`config.mk`:
```
export PLATFORM = sky130hd
export DESIGN_NAME = spike_pair_net
export DESIGN_NICKNAME = d
export VERILOG_FILES = /design/src/rtl/spike_pair_pkg.sv /design/src/rtl/spike_delay_line.sv /design/src/rtl/spike_pair_ctrl.sv /design/src/rtl/spike_pair_dp.sv /design/src/rtl/spike_pair_net.sv
export SDC_FILE = /design/constraint.sdc
export NUM_CORES = 1
export LEC_CHECK = 0
export BUFFER_PORTS_ARGS = -buffer_cell sky130_fd_sc_hd__clkbuf_2
export CORE_MARGIN = 4
export CORE_UTILIZATION = 58
export CTS_CLUSTER_DIAMETER = 50
export DETAILED_ROUTE_END_ITERATION = 7
export PLACE_DENSITY = 0.75
export SYNTH_ARGS = -nofsm -noshare
export SYNTH_HDL_FRONTEND = slang
export SYNTH_SLANG_ARGS = --single-unit
```
`constraint.sdc`:
```
create_clock -name clk -period 1.9 [get_ports clk]
set_clock_uncertainty 0.15 [all_clocks]
set_input_delay 0 -clock clk [delete_from_list [all_inputs] [get_ports clk]]
set_output_delay 0 -clock clk [all_outputs]
set_load 0.03 [all_outputs]
```
`src/rtl/spike_pair_pkg.sv`:
```
package spike_pair_pkg;
  localparam int NODES = 2;

  typedef struct packed {
    logic [NODES-1:0] fire;
  } spkStrobe_t;
endpackage

```
`src/rtl/spike_delay_line.sv`:
```
module spike_delay_line #(
  parameter int DEPTH = 4
) (
  input  logic clk,
  input  logic rst,
  input  logic din,
  output logic dout
);
  logic [DEPTH-1:0] stages;

  generate
    if (DEPTH == 1) begin : g_single
      always_ff @(posedge clk) begin
        if (rst) stages <= '0;
        else     stages <= din;
      end
    end else begin : g_chain
      always_ff @(posedge clk) begin
        if (rst) stages <= '0;
        else     stages <= {stages[DEPTH-2:0], din};
      end
    end
  endgenerate

  assign dout = stages[DEPTH-1];
endmodule

```
`src/rtl/spike_pair_ctrl.sv`:
```
import spike_pair_pkg::*;

module spike_pair_ctrl (
  input  logic             clk,
  input  logic             rst,
  input  logic [NODES-1:0] stimIn,
  input  logic [NODES-1:0] selfDly,
  input  logic [NODES-1:0] crossDly,
  input  logic [NODES-1:0] refBusy,
  output spkStrobe_t       strobe
);
  logic [NODES-1:0] nodeIn;
  logic [NODES-1:0] gateNow;
  logic [NODES-1:0] gatePrev;

  generate
    for (genvar j = 0; j < NODES; j++) begin : g_node
      localparam int OTH = NODES - 1 - j;
      assign nodeIn[j]  = selfDly[j] | crossDly[OTH] | stimIn[j];
      assign gateNow[j] = nodeIn[j] & ~refBusy[j];

      // a fire strobe is a single-cycle event per gated edge
      AST_EDGE_ONLY: assert property (@(posedge clk) disable iff (rst)
        strobe.fire[j] |=> !strobe.fire[j]);
    end
  endgenerate

  always_ff @(posedge clk) begin
    if (rst) gatePrev <= '0;
    else     gatePrev <= gateNow;
  end

  assign strobe.fire = gateNow & ~gatePrev;
endmodule

```
`src/rtl/spike_pair_dp.sv`:
```
import spike_pair_pkg::*;

module spike_pair_dp #(
  parameter int FB_DELAY  = 19,
  parameter int CPL_DELAY = 9,
  parameter int PULSE_W   = 2,
  parameter int REF_W     = 4
) (
  input  logic             clk,
  input  logic             rst,
  input  spkStrobe_t       strobe,
  output logic [NODES-1:0] spikeOut,
  output logic [NODES-1:0] refBusy,
  output logic [NODES-1:0] selfDly,
  output logic [NODES-1:0] crossDly
);
  localparam int CNT_MAX = (PULSE_W > REF_W) ? PULSE_W : REF_W;
  localparam int CNT_W   = $clog2(CNT_MAX + 1);
  localparam logic [CNT_W-1:0] PULSE_LD = CNT_W'(PULSE_W);
  localparam logic [CNT_W-1:0] REF_LD   = CNT_W'(REF_W);

  generate
    for (genvar j = 0; j < NODES; j++) begin : g_node
      logic [CNT_W-1:0] pulseCnt;
      logic [CNT_W-1:0] refCnt;

      always_ff @(posedge clk) begin
        if (rst) begin
          pulseCnt <= '0;
          refCnt   <= '0;
        end else if (strobe.fire[j]) begin
          pulseCnt <= PULSE_LD;
          refCnt   <= REF_LD;
        end else begin
          if (pulseCnt != '0) pulseCnt <= pulseCnt - 1'b1;
          if (refCnt != '0)   refCnt   <= refCnt - 1'b1;
        end
      end

      assign spikeOut[j] = (pulseCnt != '0);
      assign refBusy[j]  = (refCnt != '0);

      spike_delay_line #(.DEPTH(FB_DELAY)) i_fbLine (
        .clk (clk),
        .rst (rst),
        .din (spikeOut[j]),
        .dout(selfDly[j])
      );

      spike_delay_line #(.DEPTH(CPL_DELAY)) i_cplLine (
        .clk (clk),
        .rst (rst),
        .din (spikeOut[j]),
        .dout(crossDly[j])
      );

      AST_RESET_QUIET: assert property (@(posedge clk) disable iff (rst)
        $past(rst) |-> !spikeOut[j] && !refBusy[j]);

      AST_SPIKE_AFTER_FIRE: assert property (@(posedge clk) disable iff (rst)
        strobe.fire[j] |=> spikeOut[j] && refBusy[j]);

      AST_NO_FIRE_REFRACT: assert property (@(posedge clk) disable iff (rst)
        refBusy[j] |-> !strobe.fire[j]);
    end
  endgenerate
endmodule

```
`src/rtl/spike_pair_net.sv`:
```
import spike_pair_pkg::*;

module spike_pair_net #(
  parameter int FB_DELAY  = 19,
  parameter int CPL_DELAY = 9,
  parameter int PULSE_W   = 2,
  parameter int REF_W     = 4
) (
  input  logic       clk,
  input  logic       rst,
  input  logic [1:0] stimIn,
  output logic [1:0] spikeOut
);
  spkStrobe_t       strobe;
  logic [NODES-1:0] refBusy;
  logic [NODES-1:0] selfDly;
  logic [NODES-1:0] crossDly;

  spike_pair_ctrl i_ctrl (
    .clk     (clk),
    .rst     (rst),
    .stimIn  (stimIn),
    .selfDly (selfDly),
    .crossDly(crossDly),
    .refBusy (refBusy),
    .strobe  (strobe)
  );

  spike_pair_dp #(
    .FB_DELAY (FB_DELAY),
    .CPL_DELAY(CPL_DELAY),
    .PULSE_W  (PULSE_W),
    .REF_W    (REF_W)
  ) i_dp (
    .clk     (clk),
    .rst     (rst),
    .strobe  (strobe),
    .spikeOut(spikeOut),
    .refBusy (refBusy),
    .selfDly (selfDly),
    .crossDly(crossDly)
  );
endmodule

```
After elaboration in Yosys (flattened, before gate mapping)
Index checks and enable logic that the tools add are counted.

Bitwise gates (word level): 10. Reduce and logical (&&, ||, !) cells: 10. Muxes and demuxes: 8. Add/subtract/negate cells: 4.

Operators with widths (number): 2-to-1 mux 3 bit (4); nonzero test 3 bit (4); subtractor 3 x 1 -> 3 bit (second input constant) (4); 2-to-1 mux 2 bit (4); nonzero test 2 bit (4); OR 1 bit (4); OR reduction 2 bit (2); bitwise AND 1 bit (2); bitwise AND 2 bit (1); NOT 1 bit (2); NOT 2 bit (1).

Register bits after elaboration: 70. Bits of input ports: 4.

Logic depth before layout (Yosys ltp)
Gate-level depths: netlist of the first run.

Depth in word-level cells: 5. Mapped depth: 6. Gate-level depth less buffers: 6.

By module
From an unflattened synthesis of the first run, not the netlist that was laid out.

Cell total of the unflattened synthesis: 187. Area total of the unflattened synthesis: 2185.8 um^2.

Modules (own cells, without submodules): spike_delay_line (i_dp.g_node[0].i_fbLine ...) (instances 2, area an instance 516.7 um^2, cells each 39); spike_pair_dp (instances 1, area an instance 599.3 um^2, cells each 65); spike_delay_line (i_dp.g_node[0].i_cplLine ...) (instances 2, area an instance 236.5 um^2, cells each 18); spike_pair_ctrl (instances 1, area an instance 80.1 um^2, cells each 8).

Worst setup path before layout of the first run
No wires, ideal clock.

Kind: register to register. Start: reg i_dp.g_node[0].pulseCnt[0]. End: reg i_dp.g_node[0].pulseCnt[1]. Data arrival time: 1.281 ns. Stages on the path, launching flop included: 5. Buffers on the path: 0. Library setup time: 0.074 ns. Data required time: 1.676 ns. Setup slack: 0.395 ns. Period minus slack after synthesis: 1.505 ns. Path through: dfxtp_1 -> nor2_1 -> ha_1 -> or4_1 -> a31oi_1.

Word-level cells in the longest chain between the ends: 3. Elaborated cells on any way between the ends: 5.

Ends and longest elaborated chain: start: declaration (RTL line spike_pair_dp.sv:24) `logic [CNT_W-1:0] pulseCnt;`; start signal: assignment (RTL line spike_pair_dp.sv:35) `if (pulseCnt != '0) pulseCnt <= pulseCnt - 1'b1;`; subtractor 3 x 1 -> 3 bit (RTL line spike_pair_dp.sv:35); 2-to-1 mux 2 bit (RTL line spike_pair_dp.sv:35); 2-to-1 mux 2 bit (RTL line spike_pair_dp.sv:31) `end else if (strobe.fire[j]) begin`.

Parallel ways exist; a longest one is shown, timed or not. The select of a mux whose other input is x is not followed. A chain may end at the register's enable or synchronous reset.

Final worst setup path of the first run
Start: reg i_dp.g_node[1].refCnt[0]. End: reg i_dp.g_node[1].refCnt[0].

Word-level cells in the longest chain between the ends: 5. Elaborated cells on any way between the ends: 6.

Ends and longest elaborated chain: start: declaration (RTL line spike_pair_dp.sv:25) `logic [CNT_W-1:0] refCnt;`; start signal: assignment (RTL line spike_pair_dp.sv:36) `if (refCnt != '0) refCnt <= refCnt - 1'b1;`; nonzero test 3 bit (RTL line spike_pair_dp.sv:36, spike_pair_dp.sv:41); NOT 1 bit (RTL line spike_pair_ctrl.sv:20) `assign gateNow[j] = nodeIn[j] & ~refBusy[j];`; bitwise AND 1 bit (RTL line spike_pair_ctrl.sv:20); bitwise AND 2 bit (RTL line spike_pair_ctrl.sv:33) `assign strobe.fire = gateNow & ~gatePrev;`; OR reduction 2 bit (no line).

Parallel ways exist; a longest one is shown, timed or not.

==> results of run 1 <==
## power breakdown
part	switching, µW	internal [µW]
Sequential	81.0	1250
Combinational	479	321
Clock	301	137
## area by class of cell
class | instances | area [µm²] | share of cell area
tap | 31 | 38.79 | 0.02177
timing repair buffer | 8 | 52.55 | 0.02949
multi-input combinational | 86 | 558.0 | 0.3132
inverter | 12 | 45.04 | 0.02528
clock buffer | 6 | 41.29 | 0.02317
clock inverter | 1 | 5.005 | 0.002809
sequential | 52 | 1041 | 0.5843
## cells in the mapped netlist
| library cell | instances | area share |
|---|---|---|
| o21ai_0 | 2 | 0.0060 |
| dfxtp_1 | 52 | 0.62 |
| or4_1 | 2 | 0.0089 |
| a21oi_1 | 6 | 0.018 |
| inv_1 | 10 | 0.022 |
| nor2b_1 | 36 | 0.13 |
| or2_1 | 2 | 0.0075 |
| o31ai_1 | 2 | 0.0089 |
| o21bai_1 | 2 | 0.0089 |
| a31oi_1 | 2 | 0.0075 |
| mux2i_1 | 2 | 0.012 |
| xor2_1 | 4 | 0.021 |
| nor2_1 | 18 | 0.040 |
| clkinv_1 | 2 | 0.0045 |
| ha_1 | 8 | 0.060 |
| clkbuf_1 | 5 | 0.011 |
| buf_4 | 2 | 0.0089 |
## path summary, 6_finish.rpt
check	endpoint	cells after the start	from	slack (ns)
worst max-delay path	i_dp.g_node[1].refCnt[0]	6	i_dp.g_node[1].refCnt[0]	0.23
worst min register to register	i_dp.g_node[1].i_fbLine.stages[8]	1	i_dp.g_node[1].i_cplLine.stages[7]	0.29
worst max register to register	i_dp.g_node[1].refCnt[0]	6	i_dp.g_node[1].refCnt[0]	0.23
worst min-delay path	i_ctrl.gatePrev[0]	2	rst	0.05
## state kept, by name, indices dropped and copies added (netlist names)
register / flops
i_dp.g_node.refCnt: 6
i_dp.g_node.pulseCnt: 6
i_dp.g_node.i_cplLine.stages: 16
i_ctrl.gatePrev: 2
i_dp.g_node.i_fbLine.stages: 22
## metrics by stage
step                      cells  utilization
after detailed placement    187       0.6221
final                       196       0.6461
after global routing        196       0.6461
after floorplan             157            -
after CTS                   196       0.6461
after global placement      187       0.6221
## worst reg2reg max path, cell delays in order, from the launching register on
cell	delay (ns)
dfxtp_1	0.34
inv_1	0.06
ha_1	0.16
ha_1	0.27
o31ai_1	0.15
o21bai_1	0.34
nor2_1	0.09
## kinds of logic (layout without fill, tap and decap cells)
family,after synthesis,after routing,synth area share
fa+ha+maj,8,8,0.05966
simple gates,58,58,0.1909
compound gates,14,14,0.04921
buf+inv,19,27,0.04698
flops,52,52,0.6204
mux,2,2,0.01193
xor+xnor,4,4,0.02088
## metal layers
metal | wire length (µm) | vias to the layer above | track usage
met5 | 0 | - | 0
met4 | 21 | 0 | 0.07879
met3 | 56 | 2 | 0.05579
met2 | 990 | 8 | 0.2003
met1 | 1058 | 421 | 0.1600
li1 | - | 496 | -
## timing repair
| item | 4_1_cts | 5_1_grt |
|---|---|---|
| endpoints found under the hold margin | 3 | 0 |
| buffers inserted | 0 | 0 |
| hold buffers | 2 | 0 |
==> impl_results.md, run 1 <==
- Row count: 19
- Cell leakage power: 0.0007606 µW
- Hold WS: 0.04854 ns
- TritonCTS clock tree: built
- Fill count: 247
- Drt drc: 0
- IO Pins: 6
- Max-Cap Viols: 0
- Setup violations, final: 0
- Worst-Margin Slew: 0.5629 ns
- Antenna cells: 0
- Vias: 927
- Initial Util: 0.6084
- CP Buf/Inv Count: 1
- Startpoint Class: flop
- Core ar.: 2758 µm²
- Max VDD drop: 0.001088 V
- Netlist cell types: 17
- Setup TNS: 0 ns
- CTS H-tree lvls: 2
- Arr. time, crit path: 1.75 ns
- Die width: 61.79 µm
- Delay-heaviest family, CP: compound AO/OA/AOI/OAI gates
- Post-synthesis sequential area ratio: 0.6204
- Via-to-Cell Ratio: 4.730
- Yosys reg bits: 52
- Clock root buffer: clkbuf_4
- CTS max path bufs: 2
- Num CTS Buffers: 5
- Most common cell after layout, fill and taps aside: dfxtp_1
- Ratio of cells with drive above 1 in the final layout: 0.07273
- Pre-antenna DRT Iters: 4
- Final period util: 0.8782
- Max Slew Vio Count: 0
- Final Hold Viols: 0
- Most used cell, CP: ha_1
- WS Path Type: flop to flop
- Final critical-path required period: 1.669 ns
- Post-Syn Area: 1678 µm²
- Placer Congestion: 0.6601
- Final WL: 2127 µm
- GRT Util Overall: 0.1336
- Crit. End Element: flop
- Port Buffer Count: 5
- Critical Path Max Stage Delay: 0.34 ns
- Clk pin slew, worst setup/hold paths: 0.13 ns
- Syn Area/Cell: 10.69 µm²
- CP max stage cell: dfxtp_1
- Power per cell area: 1441 nW/µm²
- Place WS: 0.2203 ns
- RSZ-0062 raised after global routing: no
- Pin count of the biggest net entering global routing: 33
- First-pass GRT wire length: 3567 µm
- Post-DP Area: 1715 µm²
- Syn Nets: 169
- Max Freq: 599.3 MHz
- Sink Count: 52
- Initial antenna violation count: 0
- Gr ovfl total: 0
- Max-slew headroom: 0.6248
- CP required: 1.99 ns
- Status: finished, final reports clean
- Post-DRT Antenna Nets: 0
- Design area: 1782 µm²
- Crit Path Max Fanout: 5
- DR WL/cell: 10.85 µm
- Post_cts resized: 0
- Die area: 3817 µm²
- Die height: 61.79 µm
- Final Worst Setup Slack: 0.2314 ns
- P&R area growth vs syn: 6.189%
- Min-Delay Path Class: primary input to flop
- Drt initial violations: 23
- Mapped Cells: 157
- YS warnings: 0
- Most frequent cells in the layout: dfxtp_1 (52), nor2b_1 (36), nor2_1 (18)
- Total power: 2567 µW
- Worst-path cell chain: inv_1, ha_1, ha_1, o31ai_1, o21bai_1, nor2_1
- Worst-skew pair later-pin latency: 0.35 ns
- Nets: 177
- DPL Wire Length: 1421 µm
- Vias in the first global route: 844
Power figures use the tool's default switching activity.
==> run 2, diff against run 1 <==
--- a/config.mk
+++ b/config.mk
@@ -10,7 +10,8 @@
 export CORE_UTILIZATION = 58
 export CTS_CLUSTER_DIAMETER = 50
 export DETAILED_ROUTE_END_ITERATION = 7
-export PLACE_DENSITY = 0.75
+export GPL_TIMING_DRIVEN = 0
+export PLACE_DENSITY_LB_ADDON = 0.08
 export SYNTH_ARGS = -nofsm -noshare
 export SYNTH_HDL_FRONTEND = slang
 export SYNTH_SLANG_ARGS = --single-unit
==> run 2 against run 1 <==
Compared with the run above:
- core utilization up 1.7 points
- combinational power up 5.5%
- non-clock buffer count up 6
- final area up 2.7%
- clock power up 12%
- hold slack better by 0.25 ns
- sequential cell count unchanged
- critical path type unchanged
- sequential share of layout area down 1.5 points
==> impl_results.md, run 2 (synthesis results as in run 1) <==
- Final period util: 0.8865 (+0.008345)
- Sink Count: 52 (unchanged)
- Initial Util: 0.6084 (unchanged)
- Clk pin slew, worst setup/hold paths: 0.13 ns (about the same)
- CP required: 2.03 ns (+0.04 ns)
- First-pass GRT wire length: 3843 µm (+7.7%)
- Die width: 61.79 µm (unchanged)
- Worst-skew pair later-pin latency: 0.35 ns (about the same)
- Port Buffer Count: 4 (-1)
- Setup bufs post-CTS: 0 (unchanged)
- Design area: 1829 µm² (+2.7%)
- Worst Hold Depth: 1 (-1)
- TritonCTS clock tree: built
- Pre-antenna DRT Iters: 4 (unchanged)
- Ratio of cells with drive above 1 in the final layout: 0.07558 (+0.002854)
- P&R area growth vs syn: 9.023%
- DPL Wire Length: 1583 µm (+11%)
- Max VDD drop: 0.001045 V (-3.9%)
- WS Path Type: flop to flop
- Setup TNS: 0 ns (unchanged)
- Final Hold Viols: 0 (unchanged)
- Initial antenna violation count: 0 (unchanged)
- Top layer used by detailed routing: met4
- Row count: 19 (unchanged)
- RSZ-0062 raised after global routing: no
- Antenna cells: 0 (unchanged)
- Place WS: 0.2406 ns (+0.02028 ns)
- IO Pins: 6 (unchanged)
- Status: finished, final reports clean
- Max reg flops: 22 (unchanged)
- M1 WL: 1081 µm (+2.2%)
- Crit. End Element: flop
- CTS H-tree lvls: 2 (unchanged)
- Final WL: 2272 µm (+6.8%)
- Via-to-Cell Ratio: 4.798 (+1.4%)
- Reg2reg path depth: 4 (-2)
- Cell leakage power: 0.0007750 µW (+1.9%)
- CTS max path bufs: 2 (unchanged)
- Nets: 183 (+3.4%)
- Post-DP Area: 1737 µm² (+1.2%)
- Worst-Margin Slew: 0.4279 ns (-0.1350 ns)
- Min-Delay Path Class: flop to flop
- Drt drc: 0 (unchanged)
- Max Slew Vio Count: 0 (unchanged)
- Most common cell after layout, fill and taps aside: dfxtp_1
- Vias in the first global route: 956 (+13%)
- Crit Path Max Fanout: 7 (+2)
- Worst reg-to-reg setup slack: 0.22 ns (-0.02 ns)
- DR WL/cell: 11.19 µm (+3.1%)
- Drt initial violations: 15 (-35%)
- Post-DRT Antenna Nets: 0 (unchanged)
- Largest Register: i_dp.g_node.i_fbLine.stages
- Final critical-path required period: 1.684 ns (+0.01586 ns)
- Die area: 3817 µm² (unchanged)
- Max Freq: 593.7 MHz (-0.94%)
- Clock root buffer: clkbuf_4
- Setup violations, final: 0 (unchanged)
- Core ar.: 2758 µm² (unchanged)
- Detail Route met2 WL: 1089 µm (+10%)
- Pin count of the biggest net entering global routing: 16 (-52%)
- Max-Cap Viols: 0 (unchanged)
- Gr ovfl total: 0 (unchanged)
- Max-slew headroom: 0.7147 (+0.08997)
- Placer Congestion: 0.7233 (+9.6%)
- WL met3: 72 µm (+29%)
- Hold WS: 0.2966 ns (+0.2481 ns)
- Num CTS Buffers: 5 (unchanged)
- Arr. time, crit path: 1.81 ns (+0.06 ns)
- Most frequent cells in the layout: dfxtp_1 (52), nor2b_1 (36), nor2_1 (18)
- Startpoint Class: flop
- Power per cell area: 1456 nW/µm² (+1.0%)
- Vias: 974 (+5.1%)
- Top Registers: i_dp.g_node.i_fbLine.stages: 22 flops, i_dp.g_node.i_cplLine.stages: 16 flops
- Die height: 61.79 µm (unchanged)
- GRT Util Overall: 0.1417 (+0.008097)
- Final Worst Setup Slack: 0.2156 ns (-0.01586 ns)
run 2: cell types whose count changed in the layout (fill, tap and decap cells not counted):
cell           before  now
clkinv_2            1    0
dlygate4sd3_1       2    3
clkbuf_8            0    1
clkbuf_2            5    4
clkinvlp_4          0    1
buf_4               1    2
clkbuf_1            1    6
run 2: worst max-delay path, stage by stage (launching register included):
cell and delay (ns):
dfxtp_1 0.37, clkinv_1 0.08, ha_1 0.29, or4_1 0.54
a31oi_1 0.19
run 2: power breakdown:
part / total (µW) / internal (µW) / leakage (µW) / switching (µW)
combinational: 844 / 363 / 0.000321 / 482
clock: 491 / 182 / 0.0000315 / 309
sequential: 1330 / 1250 / 0.000422 / 79.1
run 2: what timing repair did:
item / in CTS / in global routing
resized for setup: 0 / 0
endpoints found under the hold margin: 6 / 0
hold buffers: 3 / 0
setup endpoints to repair: 0 / 0
run 2: area by class of cell:
type,instances,area (µm²)
multi-input combinational,86,558.0
timing repair buffer,7,50.05
buffer,7,33.78
fill,230,928.4
clock buffer,7,55.05
sequential,52,1041
clock inverter,1,7.507
tap,31,38.79
inverter,12,45.04
run 2: worst paths after layout:
kind / startpoint / to
setup reg to reg: i_dp.g_node[0].pulseCnt[2] / i_dp.g_node[0].pulseCnt[1]
setup / recovery: i_dp.g_node[0].pulseCnt[2] / i_dp.g_node[0].pulseCnt[1]
hold / removal: i_dp.g_node[0].i_cplLine.stages[3] / i_dp.g_node[0].i_cplLine.stages[4]
hold reg to reg: i_dp.g_node[0].i_cplLine.stages[3] / i_dp.g_node[0].i_cplLine.stages[4]
run 2: stage by stage:
stage	cells	power (µW)	utilization
after floorplan	157	2032	-
after global placement	192	2138	0.6298
after detailed placement	192	2204	0.6298
after CTS	203	2698	0.6633
after global routing	203	2871	0.6633
final	203	2663	0.6633
run 2: layer usage:
| layer | vias up | global-route usage |
|---|---|---|
| met3 | 4 | 0.06612 |
| met1 | 448 | 0.1612 |
| met2 | 10 | 0.2347 |
| li1 | 512 | - |
| met4 | 0 | 0.04848 |
| met5 | - | 0 |
